<file path="src/rtl/dpot_pkg.sv">
package dpot_pkg;
  localparam int BYTE_W     = 8;
  localparam int REG_ADDR_W = 5;

  localparam logic [REG_ADDR_W-1:0] WIPER_ADDR = 5'h00;
  localparam logic [REG_ADDR_W-1:0] CTRL_ADDR  = 5'h10;

  typedef logic [BYTE_W-1:0] byte_t;

  typedef enum logic [1:0] {
    PWR_OFF    = 2'd0,
    PWR_RECALL = 2'd1,
    PWR_ON     = 2'd2
  } pwr_state_e;
endpackage

</file>
<file path="src/rtl/dpot_power_seq.sv">
module dpot_power_seq
  import dpot_pkg::*;
(
  input  logic clk,
  input  logic rst_n,
  input  logic supply_ok,
  output logic recall_en,
  output logic live
);

  pwr_state_e state_q, state_d;

  always_comb begin
    state_d = state_q;
    unique case (state_q)
      PWR_OFF:    if (supply_ok) state_d = PWR_RECALL;
      PWR_RECALL: state_d = PWR_ON;
      PWR_ON:     state_d = PWR_ON;
      default:    state_d = PWR_OFF;
    endcase
    if (!supply_ok) state_d = PWR_OFF;
  end

  always_ff @(posedge clk or negedge rst_n) begin
    if (!rst_n) state_q <= PWR_OFF;
    else        state_q <= state_d;
  end

  assign recall_en = (state_q == PWR_RECALL) && supply_ok;
  assign live      = (state_q == PWR_ON);

  AST_RECALL_ONE_CYCLE: assert property (@(posedge clk) disable iff (!rst_n)
    (recall_en && supply_ok) |=> live);

endmodule

</file>
<file path="src/rtl/dpot_nv_store.sv">
module dpot_nv_store
  import dpot_pkg::*;
#(
  parameter int    SLOTS        = 15,
  parameter int    WRITE_CYCLES = 2500000,
  parameter byte_t RESET_VAL    = 8'h80
) (
  input  logic                  clk,
  input  logic                  rst_n,
  input  logic                  abort,
  input  logic                  stage_req,
  input  logic [REG_ADDR_W-1:0] stage_slot,
  input  byte_t                 stage_data,
  input  logic                  commit_go,
  input  logic [REG_ADDR_W-1:0] rd_slot,
  output byte_t                 rd_data,
  output byte_t                 ivr,
  output logic                  stage_ok,
  output logic                  busy,
  output logic                  reject
);

  localparam int              CNT_W    = $clog2(WRITE_CYCLES + 1);
  localparam logic [CNT_W-1:0] CNT_LOAD = CNT_W'(WRITE_CYCLES - 1);

  logic                  pend_q, pend_d;
  logic                  busy_q, busy_d;
  logic                  rej_q, rej_d;
  logic [CNT_W-1:0]      cnt_q, cnt_d;
  logic [REG_ADDR_W-1:0] slot_q, slot_d;
  byte_t                 data_q, data_d;
  logic                  done;
  logic [SLOTS-1:0][BYTE_W-1:0] cells;

  assign stage_ok = !pend_q && !busy_q;
  assign done     = busy_q && (cnt_q == '0);

  always_comb begin
    pend_d = pend_q;
    busy_d = busy_q;
    cnt_d  = cnt_q;
    slot_d = slot_q;
    data_d = data_q;
    rej_d  = stage_req && !stage_ok;
    if (stage_req && stage_ok) begin
      pend_d = 1'b1;
      slot_d = stage_slot;
      data_d = stage_data;
    end
    if (commit_go && pend_q && !busy_q) begin
      busy_d = 1'b1;
      cnt_d  = CNT_LOAD;
    end else if (busy_q) begin
      if (done) begin
        busy_d = 1'b0;
        pend_d = 1'b0;
      end else begin
        cnt_d = cnt_q - 1'b1;
      end
    end
    if (abort) begin
      pend_d = 1'b0;
      busy_d = 1'b0;
      cnt_d  = '0;
      rej_d  = 1'b0;
    end
  end

  always_ff @(posedge clk or negedge rst_n) begin
    if (!rst_n) begin
      pend_q <= 1'b0;
      busy_q <= 1'b0;
      rej_q  <= 1'b0;
      cnt_q  <= '0;
      slot_q <= '0;
      data_q <= '0;
    end else begin
      pend_q <= pend_d;
      busy_q <= busy_d;
      rej_q  <= rej_d;
      cnt_q  <= cnt_d;
      slot_q <= slot_d;
      data_q <= data_d;
    end
  end

  for (genvar s = 0; s < SLOTS; s++) begin : g_cell
    byte_t cell_q;
    always_ff @(posedge clk or negedge rst_n) begin
      if (!rst_n) cell_q <= RESET_VAL;
      else if (done && !abort && (slot_q == REG_ADDR_W'(s))) cell_q <= data_q;
    end
    assign cells[s] = cell_q;
  end

  always_comb begin
    rd_data = '0;
    for (int s = 0; s < SLOTS; s++) begin
      if (rd_slot == REG_ADDR_W'(s)) rd_data = cells[s];
    end
  end

  assign ivr    = cells[0];
  assign busy   = busy_q;
  assign reject = rej_q;

  AST_CYCLE_HAS_DATA: assert property (@(posedge clk) disable iff (!rst_n)
    $rose(busy_q) |-> pend_q);

  AST_INFLIGHT_LOCKED: assert property (@(posedge clk) disable iff (!rst_n)
    (busy_q && !abort) |=> ($stable(slot_q) && $stable(data_q)));

endmodule

</file>
<file path="src/rtl/dpot_regfile.sv">
module dpot_regfile
  import dpot_pkg::*;
#(
  parameter int          NV_WRITE_CYCLES = 2500000,
  parameter int          GP_COUNT        = 14,
  parameter logic [7:0]  NV_RESET_VAL    = 8'h80
) (
  input  logic       clk,
  input  logic       rst_n,
  input  logic       supply_ok,
  input  logic       req_valid,
  input  logic       req_write,
  input  logic [4:0] req_addr,
  input  logic [7:0] req_wdata,
  input  logic       txn_stop,
  output logic [7:0] rd_data,
  output logic       bus_ready,
  output logic [7:0] wiper_code,
  output logic       pot_shutdown,
  output logic       nv_busy,
  output logic       nv_err
);

  localparam int    SLOTS    = GP_COUNT + 1;
  localparam byte_t MIDSCALE = byte_t'(1 << (BYTE_W - 1));

  logic [1:0] rst_pipe;
  logic       rst_n_int;

  always_ff @(posedge clk or negedge rst_n) begin
    if (!rst_n) rst_pipe <= 2'b00;
    else        rst_pipe <= {rst_pipe[0], 1'b1};
  end
  assign rst_n_int = rst_pipe[1];

  logic  live, recall_en;
  logic  wr_go, hit_wiper, hit_ctrl, hit_gp;
  logic  nv_req, wiper_wr, ctrl_wr;
  logic  stage_ok, busy_w, reject_w;
  byte_t nv_rd, ivr_byte;
  byte_t wiper_q, wiper_d;
  logic  vol_q, vol_d, shdn_q, shdn_d;

  dpot_power_seq i_pwr (
    .clk       (clk),
    .rst_n     (rst_n_int),
    .supply_ok (supply_ok),
    .recall_en (recall_en),
    .live      (live)
  );

  assign hit_wiper = (req_addr == WIPER_ADDR);
  assign hit_ctrl  = (req_addr == CTRL_ADDR);
  assign hit_gp    = !hit_wiper && (req_addr <= REG_ADDR_W'(GP_COUNT));
  assign wr_go     = req_valid && req_write && live;
  assign nv_req    = wr_go && ((hit_wiper && !vol_q) || hit_gp);
  assign wiper_wr  = wr_go && hit_wiper && (vol_q ? !busy_w : stage_ok);
  assign ctrl_wr   = wr_go && hit_ctrl && !busy_w;

  dpot_nv_store #(
    .SLOTS        (SLOTS),
    .WRITE_CYCLES (NV_WRITE_CYCLES),
    .RESET_VAL    (NV_RESET_VAL)
  ) i_nv (
    .clk        (clk),
    .rst_n      (rst_n_int),
    .abort      (!supply_ok),
    .stage_req  (nv_req),
    .stage_slot (req_addr),
    .stage_data (req_wdata),
    .commit_go  (txn_stop && live),
    .rd_slot    (req_addr),
    .rd_data    (nv_rd),
    .ivr        (ivr_byte),
    .stage_ok   (stage_ok),
    .busy       (busy_w),
    .reject     (reject_w)
  );

  always_comb begin
    wiper_d = wiper_q;
    vol_d   = vol_q;
    shdn_d  = shdn_q;
    if (!supply_ok) begin
      wiper_d = MIDSCALE;
      vol_d   = 1'b0;
      shdn_d  = 1'b1;
    end else begin
      if (recall_en)     wiper_d = ivr_byte;
      else if (wiper_wr) wiper_d = req_wdata;
      if (ctrl_wr) begin
        vol_d  = req_wdata[7];
        shdn_d = req_wdata[6];
      end
    end
  end

  always_ff @(posedge clk or negedge rst_n_int) begin
    if (!rst_n_int) begin
      wiper_q <= MIDSCALE;
      vol_q   <= 1'b0;
      shdn_q  <= 1'b1;
    end else begin
      wiper_q <= wiper_d;
      vol_q   <= vol_d;
      shdn_q  <= shdn_d;
    end
  end

  always_comb begin
    rd_data = '0;
    if (hit_wiper)   rd_data = vol_q ? wiper_q : ivr_byte;
    else if (hit_gp) rd_data = nv_rd;
    else if (hit_ctrl) rd_data = {vol_q, shdn_q, busy_w, 5'b00000};
  end

  assign bus_ready    = live;
  assign wiper_code   = wiper_q;
  assign pot_shutdown = !shdn_q;
  assign nv_busy      = busy_w;
  assign nv_err       = reject_w;

  AST_DOWN_MIDSCALE: assert property (@(posedge clk) disable iff (!rst_n_int)
    !supply_ok |=> ((wiper_code == MIDSCALE) && !bus_ready));

  AST_RECALL_LOADS_IVR: assert property (@(posedge clk) disable iff (!rst_n_int)
    $rose(bus_ready) |-> (wiper_code == ivr_byte));

  AST_BUSY_HOLDS_WIPER: assert property (@(posedge clk) disable iff (!rst_n_int)
    (nv_busy && bus_ready && supply_ok) |=> $stable(wiper_code));

  AST_BUSY_HOLDS_CTRL: assert property (@(posedge clk) disable iff (!rst_n_int)
    (nv_busy && bus_ready && supply_ok) |=> ($stable(vol_q) && $stable(shdn_q)));

endmodule

</file>
<file path="config.mk">
export PLATFORM = sky130hd
export DESIGN_NAME = dpot_regfile
export DESIGN_NICKNAME = d
export VERILOG_FILES = /design/src/rtl/dpot_pkg.sv /design/src/rtl/dpot_power_seq.sv /design/src/rtl/dpot_nv_store.sv /design/src/rtl/dpot_regfile.sv
export SDC_FILE = /design/constraint.sdc
export NUM_CORES = 1
export LEC_CHECK = 0
export BUFFER_PORTS_ARGS = -buffer_cell sky130_fd_sc_hd__clkbuf_2
export CORE_UTILIZATION = 60
export CTS_CLUSTER_DIAMETER = 30
export CTS_CLUSTER_SIZE = 16
export DETAILED_ROUTE_END_ITERATION = 8
export PLACE_DENSITY = 0.8
export SLEW_MARGIN = 15
export SYNTH_ARGS = -nofsm -noshare
export SYNTH_HDL_FRONTEND = slang
export SYNTH_SLANG_ARGS = --single-unit
</file>
<file path="constraint.sdc">
create_clock -name clk -period 8.6 [get_ports clk]
set_input_delay 1.29 -clock clk [delete_from_list [all_inputs] [get_ports clk]]
set_output_delay 1.29 -clock clk [all_outputs]
set_load 0.005 [all_outputs]
</file>
; ---- Word level (Yosys, flattened, before mapping)
; Cells that the tools add are included.
[totals]
word_cells = 151
register_bits = 172
input_bits = 19
[classes]
n_addsub = 1
reduce_logical = 46
n_eq_ne = 35
magnitude_cmp = 1
muxes = 42
[ops]
columns = cell, n
row1 = $mux 8, 21
row2 = $mux 22, 4
row3 = $eq 5x4->1 const B, 14
row4 = $eq 5x3->1 const B, 8
row5 = $logic_and 1x1->1, 33
row6 = $logic_not 22->1, 1
row7 = $sub 22x1->22 const B, 1
row8 = $eq 5x2->1 const B, 4
row9 = $mux 1, 15
row10 = $eq 5x1->1 const B, 2
row11 = $logic_not 5->1, 2
row12 = $logic_not 1->1, 6
row13 = $ne 3x1->1 const B, 2
row14 = $eq 5x5->1 const B, 1
row15 = $le 5x4->1 const B, 1
row16 = $pmux 2 s2, 1
row17 = $ne 3x3->1 const B, 1
row18 = $eq 2x1->1 const B, 1
row19 = $eq 2x2->1 const B, 1
row20 = $logic_not 2->1, 1
row21 = $mux 2, 1
row22 = $ne 2x1->1 const B, 1
row23 = $reduce_and 2->1, 1
row24 = $reduce_or 2->1, 1
row25 = $logic_or 1x1->1, 1

; ---- Logic depth before layout (Yosys ltp)
[depth]
depth_word = 17
depth_mapped = 10
ltp_nobuf = 8

; ---- Hierarchy
; A second synthesis with hierarchy kept.
[hier_totals]
hier_cells = 753
hier_area_um2 = 8667.1
[by_module_without_submodules]
columns = mod, seq_area_each_um2, cells_per_inst, area_each_um2, n_inst
row1 = dpot_nv_store, 3972.6, 651, 7658.6, 1
row2 = dpot_regfile, 302.8, 92, 894.6, 1
row3 = dpot_power_seq, 50.0, 10, 113.9, 1

; ---- Least setup slack after synthesis
; Ideal clock, no wire load.
[synth_timing]
path_kind = input port to output port
startpoint = input req_addr[3]
endpoint = output rd_data[0]
path_slack_ns = 4.446
stages = 6
path_buffers = 1
arrival_time_ns = 2.864
required_time_ns = 7.310
path_cell_list = clkbuf_1 or3b_2 nor3_1 a21oi_1 a2111oi_0 nor2_1
[synth_between]
elab_chain_len = 17
elab_cells_between_ends = 34
cone_classes = 1 x order compare / 14 x eq/ne / 16 x mux / 3 x reduce/logical
[synth_lines]
columns = item, line
row1 = from (decl), dpot_regfile.sv:13  ; input logic [4:0] req_addr,
row2 = $eq 5x1->1, dpot_nv_store.sv:99  ; if (rd_slot == REG_ADDR_W'(s)) rd_data = cells[s];
row3 = $mux 8 (14 in series), dpot_nv_store.sv:99
row4 = $mux 8, dpot_regfile.sv:113  ; else if (hit_gp) rd_data = nv_rd;
row5 = $mux 8 (*), dpot_regfile.sv:112  ; if (hit_wiper) rd_data = vol_q ? wiper_q : ivr_byte;
row6 = to (decl), dpot_regfile.sv:16  ; output logic [7:0] rd_data,
; Every way passes the cells marked *; elsewhere a longest branch is shown, timed or not.

; ---- Worst setup path in the final report
[layout_timing]
startpoint = input req_addr[0]
endpoint = output rd_data[0]
; The elaborated chain is that of the path after synthesis.

==> impl_metrics.ini <==
[logic_synthesis]
ys_top_cells_by_area = dfrtp_1 45%, mux2_2 17%, dfstp_2 5.2%
synth-edff-count = 0
yosysWarnings = 0
syn-instance-count = 768
synth_nets = 791
synth_area_mm2 = 0.00864
synth_area_leader_cell = dfrtp_1
synth_top_area_share_pct = 44.9
synthDistinctLibCells = 66
synth_top_flop_cell = dfrtp_1
yosys-top-cells-count = 155 x dfrtp_1, 133 x mux2_2, 50 x nor2_1, 46 x nand2_1, 38 x clkbuf_1
async_reset_ff_share_pct = 100
yosysMostFrequentCell = dfrtp_1
yosysSeqAreaShare_pct = 50.0
synth-seq-cells = 172
syn_area_per_cell_um2 = 11.3

[power]
clkPwrFrac_pct = 39.2
power_density_mw_per_mm2 = 197
power.total_mw = 1.87
internal_power_mw = 1.31
switching_share_pct = 30.0
p_seq_share_pct = 52.0
switchingPower_mw = 0.559
p_leak_nw = 4.34
peakVddDrop_v = 0.000207
combPwrFrac_pct = 8.8

[finish]
syn2layout_area_growth_pct = 9.70
layout.cells.non_filler = 979
diodes = 0
drive_above_1_share_pct = 30.3
fill_cells = 1064
final_nets = 809
seq_area_mm2 = 0.00433
multiInputGateArea_mm2 = 0.00412

[sta]
slew_violations = 0
fin_crit_sh_pct = 59.5
finClkSkew_ns = 0.00871
setup_tns_ns = 0
finalHoldViolations = 0
rsz0062_at_grt = false
relSlewSlack_pct = 31.7
max_freq_mhz = 195
setup_violations = 0
fin_crit_ns = 5.12
worst_pin_slew_ns = 1.02

[route]
drtIter0Drc = 812
top_layer_used = met4
routedWlPerCell_um = 23.4
wl_met3_um = 1620
drt.antenna.violating_nets = 0
dr.pass1.iters = 7
viasPerCell = 6.80
num_vias = 6655
wl_met2_um = 11300
drt-total-wl_um = 22900
drc = 0
wl_met1_um = 9550

[floorplan]
core-area_mm2 = 0.0140
fp.dieW_um = 122
ioPinCount = 39
die-area_mm2 = 0.0149
rows = 43
initial_core_util_pct = 61.8
die_h_um = 122

[clocking]
cts_tree = built
clk_path_buf_depth = 2
cts_setup_buffers = 0
clk_transition_reported_paths_ns = 0.07
numCtsBuffers = 17
clock_sinks = 172
holdBufCountCts = 0
cts_root_buffer = clkbuf_16
clock_latency_ns = 0.43
cts_resized = 0
h-tree-depth = 4

[global_route]
track_usage_pct = 32.4
grt_max_degree = 78
antenna_found_initial = 0
overflow = 0
grt_pass1_wl_um = 36000
grt_pass1_vias = 6631

[placed_design]
port_buffers = 38
dpl.cell_count = 947
place.gp.congestion = 0.952
hpwl_um = 15500

[worst_setup_path]
setup.worst_path.class = input port to output port
cp-end-kind = output port
start_kind = input port
required_ns = 7.31
path_max_fanout = 32
crit_arrival_ns = 3.83

[run_status]
status = completed

[flow_run]
drv_cap = 0

[hold_path]
worstHoldPathType = flip-flop to async pin
==> power groups by stage <==
stage / registers [mW] / clock network (mW) / logic [mW]
2_1_floorplan: 0.896 / 0 / 0.162
3_3_place_gp: 0.974 / 0 / 0.156
3_5_place_dp: 0.981 / 0 / 0.162
4_1_cts: 0.966 / 0.741 / 0.163
5_1_grt: 0.979 / 0.770 / 0.179
6_report: 0.969 / 0.731 / 0.165
==> per-layer routing <==
metal | track usage, % | up-vias
li1 | - | 2903
met3 | 7.07 | 51
met2 | 52.0 | 318
met5 | 0 | -
met1 | 43.8 | 3383
met4 | 10.7 | 0
==> cells by family after synthesis <==
group	count (synthesis)	share of synthesized area, %
AOI/OAI and AO/OA	157	12.2
adders and majority gates	4	0.579
buffers and inverters	51	2.32
DFF	172	50.0
muxes	159	20.3
other	1	0.0434
and+or+nand+nor	224	14.5
==> state kept, by name, indices dropped and copies added (netlist names) <==
| name | flops |
|---|---|
| i_nv.cnt_q | 22 |
| i_nv.g_cell.cell_q | 112 |
| rst_pipe | 2 |
| i_nv.ivr | 8 |
| i_nv.data_q | 8 |
| i_nv.pend_q | 1 |
| i_nv.busy | 1 |
| i_pwr.state_q | 2 |
| vol_q | 1 |
| wiper_code | 8 |
| i_nv.slot_q | 5 |
| i_nv.reject | 1 |
| shdn_q | 1 |
==> metrics by stage <==
stage	area [um2]	hold slack, ns	utilization [%]	setup slack, ns
after global routing	9480	0.291	67.8	3.33
after floorplan	8640	0.331	-	3.48
after detailed placement	8920	0.259	63.8	3.58
final	9480	0.263	67.8	3.48
after global placement	8920	0.263	63.8	3.60
after CTS	9480	0.268	67.8	3.56
==> placed cells by master, fill, tap and decap left out, drive strengths merged, types with 14 or more instances in the layout <==
| cell type | count |
|---|---|
| a21oi | 29 |
| clkbuf | 58 |
| dfrtp | 155 |
| dfstp | 17 |
| inv | 14 |
| mux2 | 133 |
| mux2i | 26 |
| nand2 | 46 |
| nand3 | 20 |
| nor2 | 53 |
| nor2b | 14 |
| nor3 | 20 |
| o21ai | 36 |
==> layout make-up <==
| cell class | count | share of cell area, % |
|---|---|---|
| Clock buffer | 20 | 4.82 |
| Clock inverter | 12 | 1.08 |
| Inverter | 8 | 0.317 |
| Multi-Input combinational cell | 545 | 43.4 |
| Sequential cell | 172 | 45.7 |
| Tap cell | 180 | 2.37 |
| Timing Repair Buffer | 42 | 2.32 |
==> worst paths after layout <==
check | start | endpoint | slack, ns | depth (start not counted)
min in group clk | rst_pipe[0] | rst_pipe[1] | 0.36 | 0
max in group asynchronous | rst_pipe[1] | i_nv.cnt_q[19] | 7.02 | 1
worst max-delay path | req_addr[0] | rd_data[0] | 3.48 | 8
worst min-delay path | rst_pipe[1] | i_nv.g_cell[13].cell_q[4] | 0.26 | 0
worst min register to register | rst_pipe[1] | i_nv.g_cell[13].cell_q[4] | 0.26 | 0
worst max register to register | i_nv.cnt_q[0] | i_nv.g_cell[6].cell_q[6] | 5.07 | 8
==> critical path: stages <==
cell and delay [ns]:
clkbuf_2 0.39, nor3_1 0.82, nand3_1 0.21, o32ai_1 0.28
a21oi_1 0.12, a2111oi_0 0.47, nor2_1 0.10, clkbuf_2 0.13
No activity file was read; power rests on OpenSTA's default activity.
